`config.mk`:
```
export PLATFORM = sky130hd
export DESIGN_NAME = sd_level_ctrl
export DESIGN_NICKNAME = d
export VERILOG_FILES = /design/src/rtl/lvl_pkg.sv /design/src/rtl/lvl_regfile.sv /design/src/rtl/lvl_scale_ch.sv /design/src/rtl/lvl_bright.sv /design/src/rtl/sd_level_ctrl.sv
export SDC_FILE = /design/constraint.sdc
export NUM_CORES = 1
export LEC_CHECK = 0
export ABC_AREA = 1
export BUFFER_PORTS_ARGS = -buffer_cell sky130_fd_sc_hd__clkbuf_2
export CORE_MARGIN = 2
export CORE_UTILIZATION = 50
export DETAILED_ROUTE_END_ITERATION = 6
export PLACE_DENSITY_LB_ADDON = 0.05
export SLEW_MARGIN = 20
export SYNTH_ARGS = -nofsm -noshare
export SYNTH_HDL_FRONTEND = slang
export SYNTH_SLANG_ARGS = --single-unit
```
`constraint.sdc`:
```
create_clock -name clk -period 14.6 [get_ports clk]
set_clock_uncertainty 0.15 [all_clocks]
set_input_delay 0.73 -clock clk [delete_from_list [all_inputs] [get_ports clk]]
set_output_delay 0.73 -clock clk [all_outputs]
set_load 0.01 [all_outputs]
```
`src/rtl/lvl_pkg.sv`:
```
// Shared types and register constants for the level-control block.
// Assumes a 10-bit gain split as an 8-bit upper byte plus a 2-bit field.
package lvl_pkg;
    localparam int SCALE_W = 10;
    localparam int HI_W    = 8;
    localparam int LO_W    = SCALE_W - HI_W;
    localparam int BRT_W   = 7;
    localparam int NCH     = 3;
    localparam int REG_AW  = 3;
    localparam int REG_DW  = 8;

    typedef enum logic [REG_AW-1:0] {
        RA_LSB = 3'd0,
        RA_YHI = 3'd1,
        RA_UHI = 3'd2,
        RA_VHI = 3'd3,
        RA_BRT = 3'd4
    } reg_addr_e;

    typedef struct packed {
        logic [NCH-1:0][SCALE_W-1:0] sc;
        logic [BRT_W-1:0]            brt;
    } lvl_set_t;

    localparam logic [SCALE_W-1:0] SCALE_UNITY = SCALE_W'(512);
    localparam lvl_set_t LVL_RESET = '{sc: {NCH{SCALE_UNITY}}, brt: '0};
endpackage

```
`src/rtl/lvl_regfile.sv`:
```
// Register file: shadow copies of the gains and brightness, plus the
// working copy that feeds the datapath. The working copy loads on every
// clock when buffering is off. Otherwise it loads once per vsync fall.
// Assumes vsync is already synchronous to clk.
module lvl_regfile
    import lvl_pkg::*;
(
    input  logic              clk,
    input  logic              rst_n,
    input  logic              we,
    input  logic [REG_AW-1:0] addr,
    input  logic [REG_DW-1:0] wdata,
    input  logic              db_en,
    input  logic              vsync,
    output lvl_set_t          act
);
    logic [NCH-1:0][HI_W-1:0] hi_q, hi_n;
    logic [NCH-1:0][LO_W-1:0] lo_q, lo_n;
    logic [BRT_W-1:0]         brt_q, brt_n;
    logic                     vs_q;
    logic                     vs_fall;
    logic                     load;
    lvl_set_t                 nxt;

    // Next shadow contents after this cycle's write.
    always_comb begin
        hi_n  = hi_q;
        lo_n  = lo_q;
        brt_n = brt_q;
        if (we) begin
            case (reg_addr_e'(addr))
                RA_LSB: begin
                    for (int c = 0; c < NCH; c++) begin
                        lo_n[c] = wdata[c*LO_W +: LO_W];
                    end
                end
                RA_YHI:  hi_n[0] = wdata;
                RA_UHI:  hi_n[1] = wdata;
                RA_VHI:  hi_n[2] = wdata;
                RA_BRT:  brt_n   = wdata[BRT_W-1:0];
                default: ;
            endcase
        end
    end

    // Reassemble each 10-bit gain from its byte and its packed field.
    for (genvar c = 0; c < NCH; c++) begin : g_join
        assign nxt.sc[c] = {hi_n[c], lo_n[c]};
    end
    assign nxt.brt = brt_n;

    // Shadow storage; reset gives unity gains and zero brightness.
    always_ff @(posedge clk) begin
        if (!rst_n) begin
            hi_q  <= {NCH{SCALE_UNITY[SCALE_W-1:LO_W]}};
            lo_q  <= '0;
            brt_q <= '0;
        end else begin
            hi_q  <= hi_n;
            lo_q  <= lo_n;
            brt_q <= brt_n;
        end
    end

    // Previous vsync sample, used to detect the falling edge.
    always_ff @(posedge clk) begin
        if (!rst_n) vs_q <= 1'b0;
        else        vs_q <= vsync;
    end

    assign vs_fall = vs_q & ~vsync;
    assign load    = ~db_en | vs_fall;

    // Working settings: copy the shadow when allowed.
    always_ff @(posedge clk) begin
        if (!rst_n)    act <= LVL_RESET;
        else if (load) act <= nxt;
    end
endmodule

```
`src/rtl/lvl_scale_ch.sv`:
```
// One channel gain stage: limits the gain, multiplies, drops FRAC bits
// (floor) and clips. SIGNED_IN selects the two's-complement variant.
// The result is registered when en is high.
module lvl_scale_ch #(
    parameter int W         = 10,
    parameter int SW        = 10,
    parameter int FRAC      = 9,
    parameter bit SIGNED_IN = 1'b0,
    parameter int SCALE_MAX = 1023
) (
    input  logic          clk,
    input  logic          rst_n,
    input  logic          en,
    input  logic [W-1:0]  sample,
    input  logic [SW-1:0] scale,
    output logic [W-1:0]  res
);
    localparam int PW = W + SW + 2;

    logic [SW-1:0] eff;
    logic [W-1:0]  clip;

    // Limit the gain to this channel's allowed maximum.
    assign eff = (scale > SW'(SCALE_MAX)) ? SW'(SCALE_MAX) : scale;

    if (SIGNED_IN) begin : g_signed
        localparam int HI_V = 2**(W-1) - 1;
        localparam int LO_V = -(2**(W-1));
        logic signed [PW-1:0] prod, shp;
        // Signed product, floor shift and symmetric clip.
        always_comb begin
            prod = PW'($signed({sample[W-1], sample})) * PW'($signed({1'b0, eff}));
            shp  = prod >>> FRAC;
            if (shp > PW'(HI_V))      clip = W'(HI_V);
            else if (shp < PW'(LO_V)) clip = W'(LO_V);
            else                      clip = shp[W-1:0];
        end
    end else begin : g_unsigned
        localparam int HI_V = 2**W - 1;
        logic [PW-1:0] prod, shp;
        // Unsigned product, floor shift and top clip.
        always_comb begin
            prod = PW'(sample) * PW'(eff);
            shp  = prod >> FRAC;
            if (shp > PW'(HI_V)) clip = W'(HI_V);
            else                 clip = shp[W-1:0];
        end
    end

    // Stage register for the scaled value.
    always_ff @(posedge clk) begin
        if (!rst_n)  res <= '0;
        else if (en) res <= clip;
    end
endmodule

```
`src/rtl/lvl_bright.sv`:
```
// Brightness adder: sign-extends the brightness field, converts it to
// codes as floor(b*MUL/2^SHIFT) and adds it to unsigned luma, with a
// clip to 0..2^W-1. Purely combinational.
module lvl_bright #(
    parameter int W     = 10,
    parameter int BW    = 7,
    parameter int MUL   = 7,
    parameter int SHIFT = 1
) (
    input  logic [W-1:0]  y_in,
    input  logic [BW-1:0] brt,
    output logic [W-1:0]  y_out
);
    localparam int SUMW = W + BW + 12;
    localparam int HI_V = 2**W - 1;

    logic signed [SUMW-1:0] b_ext, off, sum;

    // Offset in codes, added and clipped to the unsigned range.
    always_comb begin
        b_ext = SUMW'($signed(brt));
        off   = (b_ext * SUMW'(MUL)) >>> SHIFT;
        sum   = SUMW'($signed({1'b0, y_in})) + off;
        if (sum < 0)                 y_out = '0;
        else if (sum > SUMW'(HI_V))  y_out = W'(HI_V);
        else                         y_out = sum[W-1:0];
    end
endmodule

```
`src/rtl/sd_level_ctrl.sv`:
```
// Top of the level control: register file, three gain stages
// (stage 1) and a brightness/output stage (stage 2). A sample captured
// at edge k is shown after edge k+1. The outputs are zero when not valid.
module sd_level_ctrl #(
    parameter int SAMPLE_W     = 10,
    parameter int FRAC_BITS    = 9,
    parameter int Y_SCALE_MAX  = 768,
    parameter int UV_SCALE_MAX = 1023,
    parameter int BRT_MUL      = 7,
    parameter int BRT_SHIFT    = 1
) (
    input  logic                clk,
    input  logic                rst_n,
    input  logic                reg_we,
    input  logic [2:0]          reg_addr,
    input  logic [7:0]          reg_wdata,
    input  logic                db_en,
    input  logic                vsync,
    input  logic                in_valid,
    input  logic [SAMPLE_W-1:0] in_y,
    input  logic [SAMPLE_W-1:0] in_u,
    input  logic [SAMPLE_W-1:0] in_v,
    output logic                out_valid,
    output logic [SAMPLE_W-1:0] out_y,
    output logic [SAMPLE_W-1:0] out_u,
    output logic [SAMPLE_W-1:0] out_v
);
    import lvl_pkg::*;

    lvl_set_t                         act_set;
    logic [NCH-1:0][SAMPLE_W-1:0]     samp;
    logic [NCH-1:0][SAMPLE_W-1:0]     s1;
    logic                             v1;
    logic [SAMPLE_W-1:0]              y_bright;

    lvl_regfile u_regs (
        .clk   (clk),
        .rst_n (rst_n),
        .we    (reg_we),
        .addr  (reg_addr),
        .wdata (reg_wdata),
        .db_en (db_en),
        .vsync (vsync),
        .act   (act_set)
    );

    assign samp = {in_v, in_u, in_y};

    for (genvar c = 0; c < NCH; c++) begin : g_ch
        lvl_scale_ch #(
            .W         (SAMPLE_W),
            .SW        (SCALE_W),
            .FRAC      (FRAC_BITS),
            .SIGNED_IN (c != 0),
            .SCALE_MAX (c == 0 ? Y_SCALE_MAX : UV_SCALE_MAX)
        ) u_scale (
            .clk    (clk),
            .rst_n  (rst_n),
            .en     (in_valid),
            .sample (samp[c]),
            .scale  (act_set.sc[c]),
            .res    (s1[c])
        );
    end

    // Stage-1 valid flag.
    always_ff @(posedge clk) begin
        if (!rst_n) v1 <= 1'b0;
        else        v1 <= in_valid;
    end

    lvl_bright #(
        .W     (SAMPLE_W),
        .BW    (BRT_W),
        .MUL   (BRT_MUL),
        .SHIFT (BRT_SHIFT)
    ) u_bright (
        .y_in  (s1[0]),
        .brt   (act_set.brt),
        .y_out (y_bright)
    );

    // Output stage: registered results, zeroed when not valid.
    always_ff @(posedge clk) begin
        if (!rst_n) begin
            out_valid <= 1'b0;
            out_y     <= '0;
            out_u     <= '0;
            out_v     <= '0;
        end else begin
            out_valid <= v1;
            out_y     <= v1 ? y_bright : '0;
            out_u     <= v1 ? s1[1]    : '0;
            out_v     <= v1 ? s1[2]    : '0;
        end
    end
endmodule

```
Word-level counts from Yosys, hierarchy flattened
Cells that the tools add are included.

word-level totals
  register bits after elaboration = 137
  output and inout bits = 31
  input port bits = 47
  word-level logic and storage cells = 65

cells by class
  add/sub/neg operators = 1
  bitwise operators = 6
  muxes and demuxes = 17
  reductions and logical operators = 3
  multiply operators = 4
  order comparisons = 10
  equal/unequal tests = 4

operator list
  cell                                                             count
  2-to-1 mux 10 bit                                                9
  multiplier 10 x 11 -> 21 bit                                     2
  greater-than comparator 10 bit, second input constant            3
  greater-than comparator 29 x 11 -> 1 bit, second input constant  1
  < comparator 29 x 1 -> 1 bit, second input constant              1
  greater-than comparator 12 x 10 -> 1 bit, second input constant  2
  < comparator 12 x 10 -> 1 bit, second input constant             2
  2-to-1 mux 24 bit                                                1
  2-to-1 mux 8 bit                                                 3
  multiplier 10 x 10 -> 20 bit                                     1
  2-to-1 mux 7 bit                                                 2
  adder 11 x 10 -> 12 bit                                          1
  2-to-1 mux 6 bit                                                 2
  greater-than comparator 11 x 10 -> 1 bit, second input constant  1
  multiplier 7 x 4 -> 11 bit, second input constant                1
  equality test 3 x 2 -> 1 bit, second input constant              2
  inverter 1 bit                                                   4
  equality test 3 x 1 -> 1 bit, second input constant              1
  equality test 3 bit, second input constant                       1
  logical NOT 3 bit                                                1
  OR reduction 3 bit                                               1
  AND reduction 2 bit                                              1
  AND 1 bit                                                        1
  OR 1 bit                                                         1

Longest topological paths before layout
  word-level depth = 6
  gate-level depth with buffers = 28
  mapped depth without buffers = 28

Hierarchy
Synthesis repeated with hierarchy kept, for this count alone.

unflattened totals
  cells, all modules = 2283
  area total of the unflattened synthesis = 17048.9 sq um

by module, submodules not included
  module                          area each (sq um)  sequential area each (sq um)  cells each  instances
  lvl_scale_ch (g_ch[2].u_scale)  4112.7             200.2                         543         1
  lvl_scale_ch (g_ch[1].u_scale)  4021.4             200.2                         543         1
  lvl_scale_ch (g_ch[0].u_scale)  3673.5             200.2                         498         1
  lvl_regfile                     3054.2             1501.4                        417         1
  lvl_bright                      1182.4             0.0                           183         1
  sd_level_ctrl                   1004.7             640.6                         99          1

Worst setup path before layout
OpenSTA, ideal clock, no wires.

  kind = input-to-reg
  start point = in in_u[9]
  end point = reg g_ch[1].u_scale.res[0]
  arrival time = 5410 ps
  library setup time = 127 ps
  stages on the path = 20
  setup slack = 8913 ps
  required time = 14323 ps
  cell sequence = clkinv_1 or2_2 fa_1 fa_1 inv_1 fa_1 fa_1 inv_1 fa_1 inv_1 ha_1 a21oi_1 o21a_1 o21ai_0 nand2_1 nand3_1 xnor2_1 inv_1 a21oi_4 a21oi_1

on the way
  cells in the longest elaborated chain, start to end = 4
  elaborated cells between the ends (all ways) = 5
  those cells by class = 1 x mul; 2 x order compare; 2 x mux

RTL lines
  item                              line                 RTL
  start: declaration                sd_level_ctrl.sv:21  input logic [SAMPLE_W-1:0] in_u,
  multiplier 10 x 11 -> 21 bit (*)  lvl_scale_ch.sv:32   prod = PW'($signed({sample[W-1], sample})) * PW'($signed({1'b0, eff}));
  < comparator 12 x 10 -> 1 bit     lvl_scale_ch.sv:35   else if (shp < PW'(LO_V)) clip = W'(LO_V);
  2-to-1 mux 10 bit                 lvl_scale_ch.sv:35
  2-to-1 mux 10 bit (*)             lvl_scale_ch.sv:34   if (shp > PW'(HI_V)) clip = W'(HI_V);
  end signal: assignment            lvl_scale_ch.sv:53   else if (en) res <= clip;
  end: declaration                  lvl_scale_ch.sv:16   output logic [W-1:0] res

Mark *: on every way between the ends. The rest lies on a longest branch, timed or not.
A chain may end at the register's enable or synchronous reset.

Worst setup path in the final report
  start point = in in_u[9]
  end point = reg g_ch[1].u_scale.res[6]

The elaborated chain is that of the path after synthesis.

==> impl_metrics.env <==
export IMPL_outcome="finished, final reports clean"
export IMPL_clock_sinks=137
export IMPL_die_w_um=185.2
export IMPL_rows=66
export IMPL_cts_tree="done"
export IMPL_internal_power_uw=1004
export IMPL_drc=0
export IMPL_hpwl_mm=31.77
export IMPL_cts_setup_buffers=0
export IMPL_clk_pin_slew_ns=0.07
export IMPL_fmax_ghz=0.1653
export IMPL_finalCritPeriodShare_pct=41.43
export IMPL_clk_latency_ns=0.43
export IMPL_grt_setup_unrepaired="false"
export IMPL_yosysWarnings=0
export IMPL_synthCells=2132
export IMPL_finalSetupViolCount=0
export IMPL_initial_core_util_pct=50.56
export IMPL_grt_ovfl_total=0
export IMPL_tns_ns=0
export IMPL_initialDrtViolationCount=613
export IMPL_drtAntennaViolNets=0
export IMPL_arrival_ns=6.21
export IMPL_die_area_mm2=0.03428
export IMPL_gp_routability_congestion=0.8687
export IMPL_p_comb_share_pct=53.1
export IMPL_cap_violations=0
export IMPL_core_mm2=0.03245
export IMPL_top_layer="met4"
export IMPL_port_buffers=77
export IMPL_crit_type="in -> reg"
export IMPL_synth_edff_count=0
export IMPL_power_frac_clock_pct=23.7
export IMPL_fin_nets=2604
export IMPL_route_met3_wl_mm=1.051
export IMPL_hp_class="reg -> reg"
export IMPL_p_per_area_mw_per_mm2=105.7
export IMPL_dr_pass1_iters=7
export IMPL_antenna_found_initial=0
export IMPL_syn2layout_area_growth_pct=7.839
export IMPL_cts_max_path_buffers=2
export IMPL_wl_per_cell_um=14.97
export IMPL_cts_made_buffers=17
export IMPL_holdWs_ns=0.2698
export IMPL_root_buffer="clkbuf_16"
export IMPL_grt_pass1_wl_mm=67.68
export IMPL_cp_required_ns=14.76
export IMPL_relSlewSlack_pct=49.32
export IMPL_setup_worst_path_start_class="input port"
export IMPL_synth_seq_area_share_pct=16.71
export IMPL_cts_hold_buf=0
export IMPL_peakVddDrop_v=0.00009509
export IMPL_avgSynthCellArea_um2=7.696
export IMPL_hold_viol_final=0
export IMPL_synth_ff_type="dfxtp_1"
export IMPL_wl_met1_mm=17.59
export IMPL_fp_dieH_um=185.2
export IMPL_n_antenna_cell=0
export IMPL_fillers=3231
export IMPL_yosysTopAreaCell="fa_1"
export IMPL_multi_input_area_mm2=0.01147
export IMPL_htreeDepth=4
export IMPL_drive_gt1_share_pct=7.452
export IMPL_power_leakage_uw=0.01054
export IMPL_p_seq_share_pct=23.2
export IMPL_synth_fp_nets=2575
export IMPL_async_flop_share_pct=0
export IMPL_cts_resized=0
export IMPL_crit_path_end_kind="register"
export IMPL_switching_share_pct=46.33
export IMPL_grt_util_all_layers_pct=25.04
export IMPL_grt_start_max_net_pins=72
export IMPL_drv_slew=0
export IMPL_num_vias=13030
export IMPL_netlist_area_mm2=0.01641
export IMPL_synth_top_area_share_pct=23.30
export IMPL_first_global_vias=13770
export IMPL_ys_seq_elements=137
export IMPL_power_switching_uw=867.0
export IMPL_met2_length_mm=19.74
export IMPL_num_io_pins=78
export IMPL_yosysUniqueCellTypes=47
export IMPL_finalCriticalPeriod_ns=6.049
export IMPL_final_util_pct=54.52
export IMPL_viasPerCell=4.982
export IMPL_postRouteWirelength_mm=39.16
export IMPL_tightest_slew_ns=0.7584
export IMPL_register_area_mm2=0.002743
export IMPL_ys_top_cells_by_area="fa_1 23%, dfxtp_1 17%, ha_1 16%, inv_1 12%, nand2_1 10%"
export IMPL_worstPathMaxFanout=10
-- state kept, by name, indices dropped and copies added, names as in the netlist --
name and cells:
u_regs.vs_q 1, u_regs.hi_q 24, out_v 10, out_u 10
out_valid 1, g_ch.u_scale.res 30, u_regs.brt_q 7, out_y 10
u_regs.lo_q 6, u_regs.act 37, v1 1
-- cells in the mapped netlist (5+ instances only) --
master / number
clkbuf_1: 56
buf_1: 5
o211ai_1: 39
nor2_1: 149
nand3b_1: 6
a21oi_1: 84
xor2_1: 25
nand3_1: 53
o21a_1: 7
a21o_1: 5
nor3_1: 11
fa_1: 191
mux2i_1: 37
or2_2: 6
dfxtp_1: 137
a21oi_2: 10
nand4_1: 10
ha_1: 205
o21ai_0: 51
inv_1: 503
xnor2_1: 18
o21ai_1: 7
nand2_1: 454
nand2_2: 14
-- kinds of logic (layout without fill, tap and decap cells) --
family / Yosys count / after routing / synth area share (%)
multiplexers: 37 / 37 / 2.257
AO/OA/AOI/OAI: 225 / 225 / 8.502
flip-flops: 137 / 137 / 16.71
AND/OR/NAND/NOR: 715 / 715 / 17.77
adder cells (fa/ha/maj): 396 / 396 / 38.94
buffers and inverters: 578 / 620 / 13.42
XOR/XNOR: 44 / 44 / 2.394
-- critical path, stage by stage --
cell	delay, ns
clkbuf_2	0.14
clkinv_1	0.24
or2_2	0.37
fa_1	0.51
fa_1	0.54
inv_1	0.05
fa_1	0.50
fa_1	0.54
inv_1	0.05
fa_1	0.53
inv_1	0.06
ha_1	0.35
a21oi_1	0.22
o21a_1	0.18
o21ai_0	0.10
nand2_1	0.06
nand3_1	0.08
xnor2_1	0.38
inv_1	0.14
a21oi_4	0.31
a21oi_1	0.11
-- final cells by class --
type | count | share of cell area [%]
sequential | 137 | 15.50
inverter | 509 | 10.80
clock buffer | 17 | 2.404
clock inverter | 15 | 1.110
timing repair buffer | 79 | 2.263
tap | 442 | 3.125
multi-input combinational | 1417 | 64.80
-- cells in the final DEF, fill, tap and decap left out, types with 4 or more instances in the layout --
cell and count:
a21o_1 5, a21oi_1 84, a21oi_2 10, clkbuf_16 17, clkbuf_2 77, clkinv_8 7
dfxtp_1 137, fa_1 191, ha_1 205, inv_1 503, inv_8 5, mux2i_1 37
nand2_1 453, nand2_2 15, nand3_1 53, nand3b_1 6, nand4_1 10, nor2_1 149
nor3_1 11, o211ai_1 39, o21a_1 7, o21ai_0 51, o21ai_1 7, o21bai_1 4
or2_2 6, xnor2_1 18, xor2_1 25
-- path summary, 6_finish.rpt --
check / start / endpoint / slack [ns] / cells past startpoint
hold reg to reg: g_ch[2].u_scale.res[1]$_SDFFE_PN0P_ / out_v[1]$_SDFF_PN0_ / 0.27 / 2
setup reg to reg: u_regs.act[16]$_SDFFE_PN1P_ / g_ch[0].u_scale.res[8]$_SDFFE_PN0P_ / 8.63 / 24
setup / recovery: in_u[9] / g_ch[1].u_scale.res[6]$_SDFFE_PN0P_ / 8.55 / 21
hold / removal: g_ch[2].u_scale.res[1]$_SDFFE_PN0P_ / out_v[1]$_SDFF_PN0_ / 0.27 / 2
-- per-layer routing --
layer,global-route usage (%),up-vias
met3,2.615,43
met4,6.540,0
met5,0,-
met1,31.25,6261
met2,45.95,196
li1,-,6534
-- per-stage QoR --
stage / std cells / worst slack [ns] / power [uW] / area (um^2)
floorplan: 2132 / 8.913 / 1176 / 16410
global placement: 2584 / 8.340 / 1429 / 17070
detailed placement: 2584 / 8.195 / 1433 / 17070
CTS: 2616 / 8.633 / 1888 / 17690
global route: 2616 / 8.216 / 2058 / 17690
finish: 2616 / 8.551 / 1871 / 17690
-- power by group through the flow --
stage	Clock, uW	Combinational, uW	Sequential [uW]
2_1_floorplan	0	750	426
6_report	443	993	435
3_3_place_gp	0	985	444
3_5_place_dp	0	989	444
5_1_grt	467	1150	439
4_1_cts	452	1000	435
(Power assumes the default switching activity.)
